--- config.mk ---
export PLATFORM = sky130hd
export DESIGN_NAME = disp_ctrl_decoder
export DESIGN_NICKNAME = d
export VERILOG_FILES = /design/src/rtl/disp_ctrl_pkg.sv /design/src/rtl/disp_scale_div.sv /design/src/rtl/disp_env_bank.sv /design/src/rtl/disp_info_query.sv /design/src/rtl/disp_ctrl_decoder.sv
export SDC_FILE = /design/constraint.sdc
export NUM_CORES = 2
export LEC_CHECK = 0
export CAP_MARGIN = 20
export CORE_MARGIN = 1.5
export CORE_UTILIZATION = 57
export CTS_BUF_LIST = sky130_fd_sc_hd__clkbuf_4
export DETAILED_ROUTE_END_ITERATION = 8
export PLACE_DENSITY = 0.84
export SLEW_MARGIN = 30
export SYNTH_ARGS = -nofsm -noshare
export SYNTH_HDL_FRONTEND = slang
export SYNTH_HIERARCHICAL = 1
export SYNTH_SLANG_ARGS = --single-unit
--- constraint.sdc ---
create_clock -name clk -period 7.71 [get_ports clk]
set_input_delay 1.542 -clock clk [delete_from_list [all_inputs] [get_ports clk]]
set_output_delay 1.542 -clock clk [all_outputs]
set_load 0.01 [all_outputs]
--- src/rtl/disp_ctrl_pkg.sv ---
package disp_ctrl_pkg;

    typedef enum logic [1:0] {
        ST_IDLE   = 2'd0,
        ST_RECALC = 2'd1,
        ST_DIVIDE = 2'd2
    } geom_state_e;

    localparam logic [31:0] STATUS_INIT = 32'h1480_2000;
    localparam int BLANK_BIT   = 23;
    localparam int DHEIGHT_BIT = 19;
    localparam int DIR_LO      = 29;
    localparam int MODE_LO     = 16;

    function automatic logic [9:0] hres_of(input logic [2:0] idx);
        logic [9:0] r;
        unique case (idx)
            3'd0: r = 10'd256;
            3'd1: r = 10'd368;
            3'd2: r = 10'd320;
            3'd3: r = 10'd384;
            3'd4, 3'd5: r = 10'd512;
            default: r = 10'd640;
        endcase
        return r;
    endfunction

    function automatic logic [9:0] vres_of(input logic [1:0] idx);
        logic [9:0] r;
        unique case (idx)
            2'd0: r = 10'd240;
            2'd2: r = 10'd256;
            default: r = 10'd480;
        endcase
        return r;
    endfunction

endpackage

--- src/rtl/disp_scale_div.sv ---
module disp_scale_div #(
    parameter int PW = 22,
    parameter int DW = 12,
    parameter int QW = 10
) (
    input  logic          clk,
    input  logic          rst_n,
    input  logic          start,
    input  logic [PW-1:0] dividend,
    input  logic [DW-1:0] divisor,
    output logic          done,
    output logic [QW-1:0] quotient
);
    localparam int CW = $clog2(PW + 1);

    logic [CW-1:0] count_q;
    logic          run_q;
    logic [DW:0]   rem_q;
    logic [PW-1:0] dvd_q;
    logic [PW-1:0] quo_q;
    logic [DW:0]   rem_sh;
    logic          fits;

    assign rem_sh = {rem_q[DW-1:0], dvd_q[PW-1]};
    assign fits   = rem_sh >= {1'b0, divisor};

    always_ff @(posedge clk) begin
        if (!rst_n) begin
            count_q <= '0;
            run_q   <= 1'b0;
            rem_q   <= '0;
            dvd_q   <= '0;
            quo_q   <= '0;
            done    <= 1'b0;
        end else if (start) begin
            count_q <= CW'(PW);
            run_q   <= 1'b1;
            rem_q   <= '0;
            dvd_q   <= dividend;
            quo_q   <= '0;
            done    <= 1'b0;
        end else if (run_q) begin
            rem_q   <= fits ? (rem_sh - {1'b0, divisor}) : rem_sh;
            quo_q   <= {quo_q[PW-2:0], fits};
            dvd_q   <= {dvd_q[PW-2:0], 1'b0};
            count_q <= count_q - 1'b1;
            if (count_q == CW'(1)) begin
                run_q <= 1'b0;
                done  <= 1'b1;
            end
        end else begin
            done <= 1'b0;
        end
    end

    assign quotient = quo_q[QW-1:0];

    // the scaled width never needs more bits than the result port
    p_quot_fits_r6: assert property (@(posedge clk) disable iff (!rst_n)
        done |-> (quo_q[PW-1:QW] == '0));

    // a fresh start cannot report completion on the next cycle
    p_start_not_done_r11: assert property (@(posedge clk) disable iff (!rst_n)
        start |=> !done);

endmodule

--- src/rtl/disp_env_bank.sv ---
module disp_env_bank #(
    parameter int N_ENV = 8
) (
    input  logic                   clk,
    input  logic                   rst_n,
    input  logic                   clear,
    input  logic                   we,
    input  logic [31:0]            wdata,
    output logic [N_ENV-1:0][31:0] slots
);
    localparam int IDX_W = $clog2(N_ENV);
    localparam logic [7:0] TAG_BASE = 8'hE0;

    logic             tag_ok;
    logic [IDX_W-1:0] widx;

    assign tag_ok = (wdata[31:24] >> IDX_W) == (TAG_BASE >> IDX_W);
    assign widx   = wdata[24 +: IDX_W];

    for (genvar i = 0; i < N_ENV; i++) begin : g_slot
        localparam logic [7:0] INIT_TAG = 8'(224 + i);
        logic [31:0] slot_q;

        always_ff @(posedge clk) begin
            if (!rst_n || clear) begin
                slot_q <= {INIT_TAG, 24'h0};
            end else if (we && tag_ok && widx == IDX_W'(i)) begin
                slot_q <= wdata;
            end
        end

        assign slots[i] = slot_q;
    end

endmodule

--- src/rtl/disp_info_query.sv ---
module disp_info_query #(
    parameter int N_ENV = 8
) (
    input  logic [3:0]             code,
    input  logic [N_ENV-1:0][31:0] slots,
    output logic [31:0]            answer
);
    localparam logic [31:0] LOW20 = 32'h000F_FFFF;

    always_comb begin
        unique case (code)
            4'd2, 4'd3, 4'd4, 4'd5: answer = slots[code[2:0]] & LOW20;
            4'd6:                   answer = slots[5] & LOW20;
            4'd7:                   answer = 32'd2;
            default:                answer = 32'd0;
        endcase
    end

endmodule

--- src/rtl/disp_ctrl_decoder.sv ---
module disp_ctrl_decoder
    import disp_ctrl_pkg::*;
#(
    parameter int SHADOW_DEPTH = 16,
    parameter int N_ENV        = 8,
    parameter int SPAN         = 2560,
    parameter int X_W          = 12,
    parameter int Y_W          = 10,
    parameter int RES_W        = 10,
    parameter int GEOM_W       = 12
) (
    input  logic              clk,
    input  logic              rst_n,
    input  logic              wr_en,
    input  logic [31:0]       wr_data,
    input  logic              env_we,
    input  logic [31:0]       env_data,
    output logic              busy,
    output logic [31:0]       status_word,
    output logic [31:0]       rd_word,
    output logic [9:0]        disp_x,
    output logic [9:0]        disp_y,
    output logic [RES_W-1:0]  hres,
    output logic [RES_W-1:0]  vres,
    output logic [GEOM_W-1:0] scr_w,
    output logic [GEOM_W-1:0] scr_h,
    output logic              path_reset
);
    localparam int SIDX_W = $clog2(SHADOW_DEPTH);
    localparam int PW     = X_W + RES_W;
    localparam int SPAN_W = $clog2(SPAN + 1);
    localparam int HS_W   = Y_W + 3;
    localparam logic [RES_W-1:0] H_INIT = RES_W'(hres_of(3'd0));
    localparam logic [RES_W-1:0] V_INIT = RES_W'(vres_of(2'd0));

    // ---------------- command decode ----------------
    logic [7:0]  cmd;
    logic        in_shadow, redundant, accept, full_reset, is_query;
    logic [31:0] shadow_q [SHADOW_DEPTH];

    assign cmd        = wr_data[31:24];
    assign in_shadow  = 32'(cmd) < SHADOW_DEPTH;
    assign redundant  = in_shadow && (cmd > 8'd1) && (cmd != 8'd5)
                        && (shadow_q[cmd[SIDX_W-1:0]] == wr_data);
    assign accept     = wr_en && !busy && !redundant;
    assign full_reset = accept && (cmd == 8'd0);
    assign is_query   = cmd[7:4] == 4'h1;

    always_ff @(posedge clk) begin
        if (!rst_n || full_reset) begin
            for (int i = 0; i < SHADOW_DEPTH; i++) begin
                shadow_q[i] <= (i == 3) ? 32'd1 : 32'd0;
            end
        end else if (accept && in_shadow) begin
            shadow_q[cmd[SIDX_W-1:0]] <= wr_data;
        end
    end

    // ---------------- environment slots and queries ----------------
    logic [N_ENV-1:0][31:0] env_slots;
    logic [31:0]            query_ans;

    disp_env_bank #(.N_ENV(N_ENV)) u_env (
        .clk   (clk),
        .rst_n (rst_n),
        .clear (full_reset),
        .we    (env_we),
        .wdata (env_data),
        .slots (env_slots)
    );

    disp_info_query #(.N_ENV(N_ENV)) u_query (
        .code   (wr_data[3:0]),
        .slots  (env_slots),
        .answer (query_ans)
    );

    // ---------------- status, resolution, read-back, pulse ----------------
    logic [31:0]      status_q, rd_q;
    logic [RES_W-1:0] hres_q, vres_q;
    logic             pulse_q;

    always_ff @(posedge clk) begin
        if (!rst_n || full_reset) begin
            status_q <= STATUS_INIT;
            hres_q   <= H_INIT;
            vres_q   <= V_INIT;
            rd_q     <= '0;
        end else if (accept) begin
            unique case (cmd)
                8'h03: status_q[BLANK_BIT] <= wr_data[0];
                8'h04: status_q[DIR_LO +: 2] <= wr_data[1:0];
                8'h08: begin
                    status_q[MODE_LO +: 7] <= {wr_data[5:0], wr_data[6]};
                    hres_q <= RES_W'(hres_of({wr_data[1:0], wr_data[6]}));
                    vres_q <= RES_W'(vres_of(wr_data[3:2]));
                end
                default: begin
                    if (is_query) rd_q <= query_ans;
                end
            endcase
        end
    end

    always_ff @(posedge clk) begin
        if (!rst_n) pulse_q <= 1'b0;
        else        pulse_q <= accept && (cmd <= 8'd1);
    end

    // ---------------- origin and ranges ----------------
    logic [9:0]     org_x_q, org_y_q;
    logic [X_W-1:0] x1_q, x2_q;
    logic [Y_W-1:0] y1_q, y2_q;

    always_ff @(posedge clk) begin
        if (!rst_n) begin
            org_x_q <= '0;
            org_y_q <= '0;
            x1_q    <= '0;
            x2_q    <= '0;
            y1_q    <= '0;
            y2_q    <= '0;
        end else if (accept) begin
            if (cmd == 8'h05) begin
                org_x_q <= wr_data[9:0];
                org_y_q <= wr_data[19:10];
            end
            if (cmd == 8'h06) begin
                x1_q <= wr_data[X_W-1:0];
                x2_q <= wr_data[2*X_W-1:X_W];
            end
            if (cmd == 8'h07) begin
                y1_q <= wr_data[Y_W-1:0];
                y2_q <= wr_data[2*Y_W-1:Y_W];
            end
        end
    end

    // ---------------- geometry arithmetic ----------------
    logic signed [X_W:0]  span_x;
    logic                 full_w;
    logic [PW-1:0]        prod;
    logic signed [HS_W-1:0] span_y_base, span_y;
    logic [GEOM_W-1:0]    h_next;

    assign span_x = $signed({1'b0, x2_q}) - $signed({1'b0, x1_q});
    assign full_w = (span_x <= 0) || (span_x >= $signed((X_W+1)'(SPAN)));
    assign prod   = PW'(x2_q - x1_q) * PW'(hres_q);

    assign span_y_base = $signed({3'b000, y2_q}) - $signed({3'b000, y1_q});
    assign span_y      = status_q[DHEIGHT_BIT] ? (span_y_base <<< 1) : span_y_base;
    assign h_next      = (span_y <= 0) ? GEOM_W'(vres_q) : GEOM_W'(span_y);

    // ---------------- geometry sequencer ----------------
    geom_state_e      state_q, state_d;
    logic             div_start, div_done;
    logic [RES_W-1:0] div_quot;
    logic [GEOM_W-1:0] w_q, h_q;

    always_ff @(posedge clk) begin
        if (!rst_n) state_q <= ST_IDLE;
        else        state_q <= state_d;
    end

    always_comb begin
        state_d = state_q;
        unique case (state_q)
            ST_IDLE: begin
                if (accept && (cmd == 8'h06 || cmd == 8'h07 || cmd == 8'h08))
                    state_d = ST_RECALC;
            end
            ST_RECALC: state_d = full_w ? ST_IDLE : ST_DIVIDE;
            ST_DIVIDE: begin
                if (div_done) state_d = ST_IDLE;
            end
            default: state_d = ST_IDLE;
        endcase
    end

    assign div_start = (state_q == ST_RECALC) && !full_w;

    always_ff @(posedge clk) begin
        if (!rst_n || full_reset) begin
            w_q <= GEOM_W'(H_INIT);
            h_q <= GEOM_W'(V_INIT);
        end else if (state_q == ST_RECALC) begin
            h_q <= h_next;
            if (full_w) w_q <= GEOM_W'(hres_q);
        end else if (state_q == ST_DIVIDE && div_done) begin
            w_q <= GEOM_W'(div_quot);
        end
    end

    disp_scale_div #(.PW(PW), .DW(SPAN_W), .QW(RES_W)) u_div (
        .clk      (clk),
        .rst_n    (rst_n),
        .start    (div_start),
        .dividend (prod),
        .divisor  (SPAN_W'(SPAN)),
        .done     (div_done),
        .quotient (div_quot)
    );

    // ---------------- outputs ----------------
    assign busy        = state_q != ST_IDLE;
    assign status_word = status_q;
    assign rd_word     = rd_q;
    assign disp_x      = org_x_q;
    assign disp_y      = org_y_q;
    assign hres        = hres_q;
    assign vres        = vres_q;
    assign scr_w       = w_q;
    assign scr_h       = h_q;
    assign path_reset  = pulse_q;

    // ---------------- assertions ----------------
    // a pulse only follows an accepted command 0 or 1
    p_pulse_src_r3: assert property (@(posedge clk) disable iff (!rst_n)
        path_reset |-> ($past(wr_en) && !$past(busy) && ($past(wr_data[31:24]) <= 8'd1)));

    // when settled, the visible width never exceeds the resolution
    p_width_cap_r6: assert property (@(posedge clk) disable iff (!rst_n)
        !busy |-> (scr_w <= GEOM_W'(hres)));

    // when settled, the height is never zero
    p_height_pos_r7: assert property (@(posedge clk) disable iff (!rst_n)
        !busy |-> (scr_h != '0));

    // read-back answers are at most 20 bits wide
    p_rd_mask_r9: assert property (@(posedge clk) disable iff (!rst_n)
        rd_word[31:20] == 12'h000);

    // a write presented while busy leaves the status untouched
    p_drop_busy_r11: assert property (@(posedge clk) disable iff (!rst_n)
        (busy && wr_en) |=> $stable(status_word));

endmodule

==> summary.md <==
The run finished with clean final reports. Setup repair after global routing left no endpoint under its margin. The tree built by TritonCTS fans out to 780 sinks. The initialized floorplan defines 96 standard-cell rows. For this design the static power due to leakage is 0.0178 uW.

Die boundary width: 265 um. In this run, the number of DRC markers left after iteration 0 of detailed routing was 3300. The global-route wire length before repair came out at 153 mm. The run gives 6530 uW as the internal power consumption. The sequential share of power came out at 52.6%.

The average instance in the mapped netlist occupies 11.8 um2. Counting stages on the worst path, the most repeated cell is fa_1. Area occupied by registers: 0.0207 mm2. After clock tree synthesis, the clock-pin slew on the worst setup and hold paths is 0.07 ns.

The ratio of routed vias to standard cells is 5.88, and the latest clock arrival within the worst-skew pair is 1.09 ns. Summing every instance area after synthesis gives 0.0392 mm2. The die is 265 um tall. For the critical path required time, the log shows 8.63 ns. The tools report the number of post-CTS setup repair buffers as 0. The Yosys step of the flow raised 6 warnings. Counting instances, the worst hold path has a depth of 2. Timing would allow up to 139 MHz. Fraction of the cycle the final worst path needs: 93.5%. The worst hold-check path type is reg -> reg. The top fanout value on the critical path is 6, and the number of buffers inserted by hold repair at cts is 0.

After routing, the total negative slack on setup checks comes to 0 ns. For the worst flop-to-flop path, the logic depth is 28. For the half-perimeter wire length of the detailed placement result, the log shows 64.7 mm. Total core area: 0.0683 mm2.

Once the clock tree was built, the resizer swapped 0 gates to a different size. For the pin with the worst max-slew slack, the measured transition is 1.07 ns. For the overall global routing resource usage, the log shows 28.6%.

For the CTS buffer count, the log shows 194. The first detailed-routing pass ran for 6 iterations. Entering global routing, the biggest net connects 101 pins. In this run the tightest slew margin relative to its limit is 28.3%. Part of the total power dissipated in combinational logic: 7.3%.

Category of the critical setup timing path: reg -> reg. After detailed routing, the number of remaining DRC violations is 0. The worst-path cell with the longest stage delay is fa_1.

The power share of the clock group is 40.1%, and the total power density per cell area is 195 mW/mm2. The largest voltage drop on the vdd net is 134 uV, and the growth of design area from synthesis to finish is 13.2%. The longest individual stage delay on the worst path is 0.54 ns.

The total net switching power was 2150 uW; the number of endpoints with negative hold slack in the final report was 0. Across the routed clock network, the largest skew measured is 0.0938 ns. The worst setup path is captured at a flop. Data arrives at the worst endpoint at 8.13 ns. STA classifies the critical path startpoint as a flop. Across all hold checks on the routed design, the worst slack comes to 0.450 ns. The H-tree generated during clock tree synthesis spans 4 levels.

Global routing finished with a remaining overflow of 0. Buffers placed on the I/O ports in this run total 160. The initial antenna violation count was 7; the number of nets still failing antenna checks after routing was 0. The routed layout has 27575 vias. The clock passes through at most 3 buffers. Cells with a size suffix above 1 make up 16.0% of the layout.

Root buffer cell: clkbuf_4. The tools report the area taken by multi-input logic gates as 0.0172 mm2. TritonCTS built the clock tree.

Once the floorplan was initialized, standard cells occupied 57.4% of the core. Net switching is 24.7% of the power. The tools report the setup-violating endpoint count in the final report as 0. The run gives 0 as the max-slew violation total from the final report. The boundary pin count came out at 198. The number of filler instances in the final layout was 4932.

The overall die area was 0.0704 mm2; the via count of the first global-routing pass was 27230. The routed length per placed instance is 21.5 um, and the wire length after detailed routing is 101 mm. The global placement routability congestion is 0.951, and the number of standard cells after synthesis is 3328. The run gives 0 as the count of maximum capacitance violations. The net total in the final layout was 3877; the time the worst path needs with I/O delays and setup was 7.21 ns.
[per-layer routing]
metal | part of all wire, % | vias up | global-route usage (%)
met5 | 0.018 | - | 0
met4 | 4.3 | 4 | 14.1
met3 | 10 | 288 | 6.96
met2 | 48 | 1499 | 46.3
met1 | 38 | 13400 | 36.2
li1 | - | 12384 | -
[cell usage in the layout, fill, tap and decap left out, drive strengths merged, types with 19 or more instances in the layout]
cell type	count
buf	98
edfxtp	510
clkinv	39
o21ai	56
ha	98
dfxtp	270
clkdlybuf4s50	153
clkbuf	294
fa	53
nor2b	26
nor2	134
xnor2	39
and2	375
a221o	20
xor2	25
nand2	379
nand3b	19
conb	180
a21oi	112
nor4	60
inv	151
mux2i	247
nor3	57
nand3	33
mux4	104
nand2b	31
[stage by stage]
step                utilization (%)  worst slack (ns)  instance area, um2  power [uW]  std cells
global placement               61.3             0.558               41900        5250       4344
CTS                            65.0             0.429               44400        8710       4689
detailed placement             61.3             0.436               41900        5270       4344
global route                   65.0            0.0688               44400        8990       4691
finish                         65.0             0.498               44400        8680       4693
floorplan                         -             0.137               39900        5050       3505
[power by group through the flow]
stage | Sequential (uW) | Combinational [uW] | Clock [uW]
finish | 4560 | 636 | 3480
global route | 4570 | 666 | 3760
CTS | 4560 | 620 | 3530
detailed placement | 4650 | 618 | 0
global placement | 4650 | 609 | 0
floorplan | 4650 | 409 | 0
[layout make-up]
cell class	instances	area share (%)
antenna	4	0.0225
clock buffer	294	4.97
clock inverter	51	0.670
inverter	146	1.24
multi-input combinational	2285	38.7
sequential	780	46.7
tap	882	2.48
timing repair buffer	251	5.26
[worst max-delay path, delay by kind of cell (launching register included)]
family                   cells  cell delay (ns)
adder cells (fa/ha/maj)      8             3.22
buffers and inverters        4             0.26
XOR/XNOR                     1             0.16
AND/OR/NAND/NOR              6             0.69
flip-flops                   1             0.32
AO/OA/AOI/OAI                9             2.43
[worst paths after layout]
path | from | to | slack, ns
max | x2_q[0]$_SDFFE_PN0P_ | u_div/dvd_q[21]$_SDFFE_PN0P_ | 0.50
min | disp_x[3]$_SDFFE_PN0P_ | disp_x[3]$_SDFFE_PN0P_ | 0.45
max reg2reg | x2_q[0]$_SDFFE_PN0P_ | u_div/dvd_q[21]$_SDFFE_PN0P_ | 0.50
min reg2reg | disp_x[3]$_SDFFE_PN0P_ | disp_x[3]$_SDFFE_PN0P_ | 0.45
[registers in the layout, indices dropped and copies added, names as in the netlist, 12 cells and up]
name,flops
u_env/g_slot.slot_q,80
u_div/dvd_q,22
scr_h,12
u_div/rem_q,12
x1_q,12
rd_word,32
x2_q,12
shadow_q,510
(Power assumes the default switching activity.)
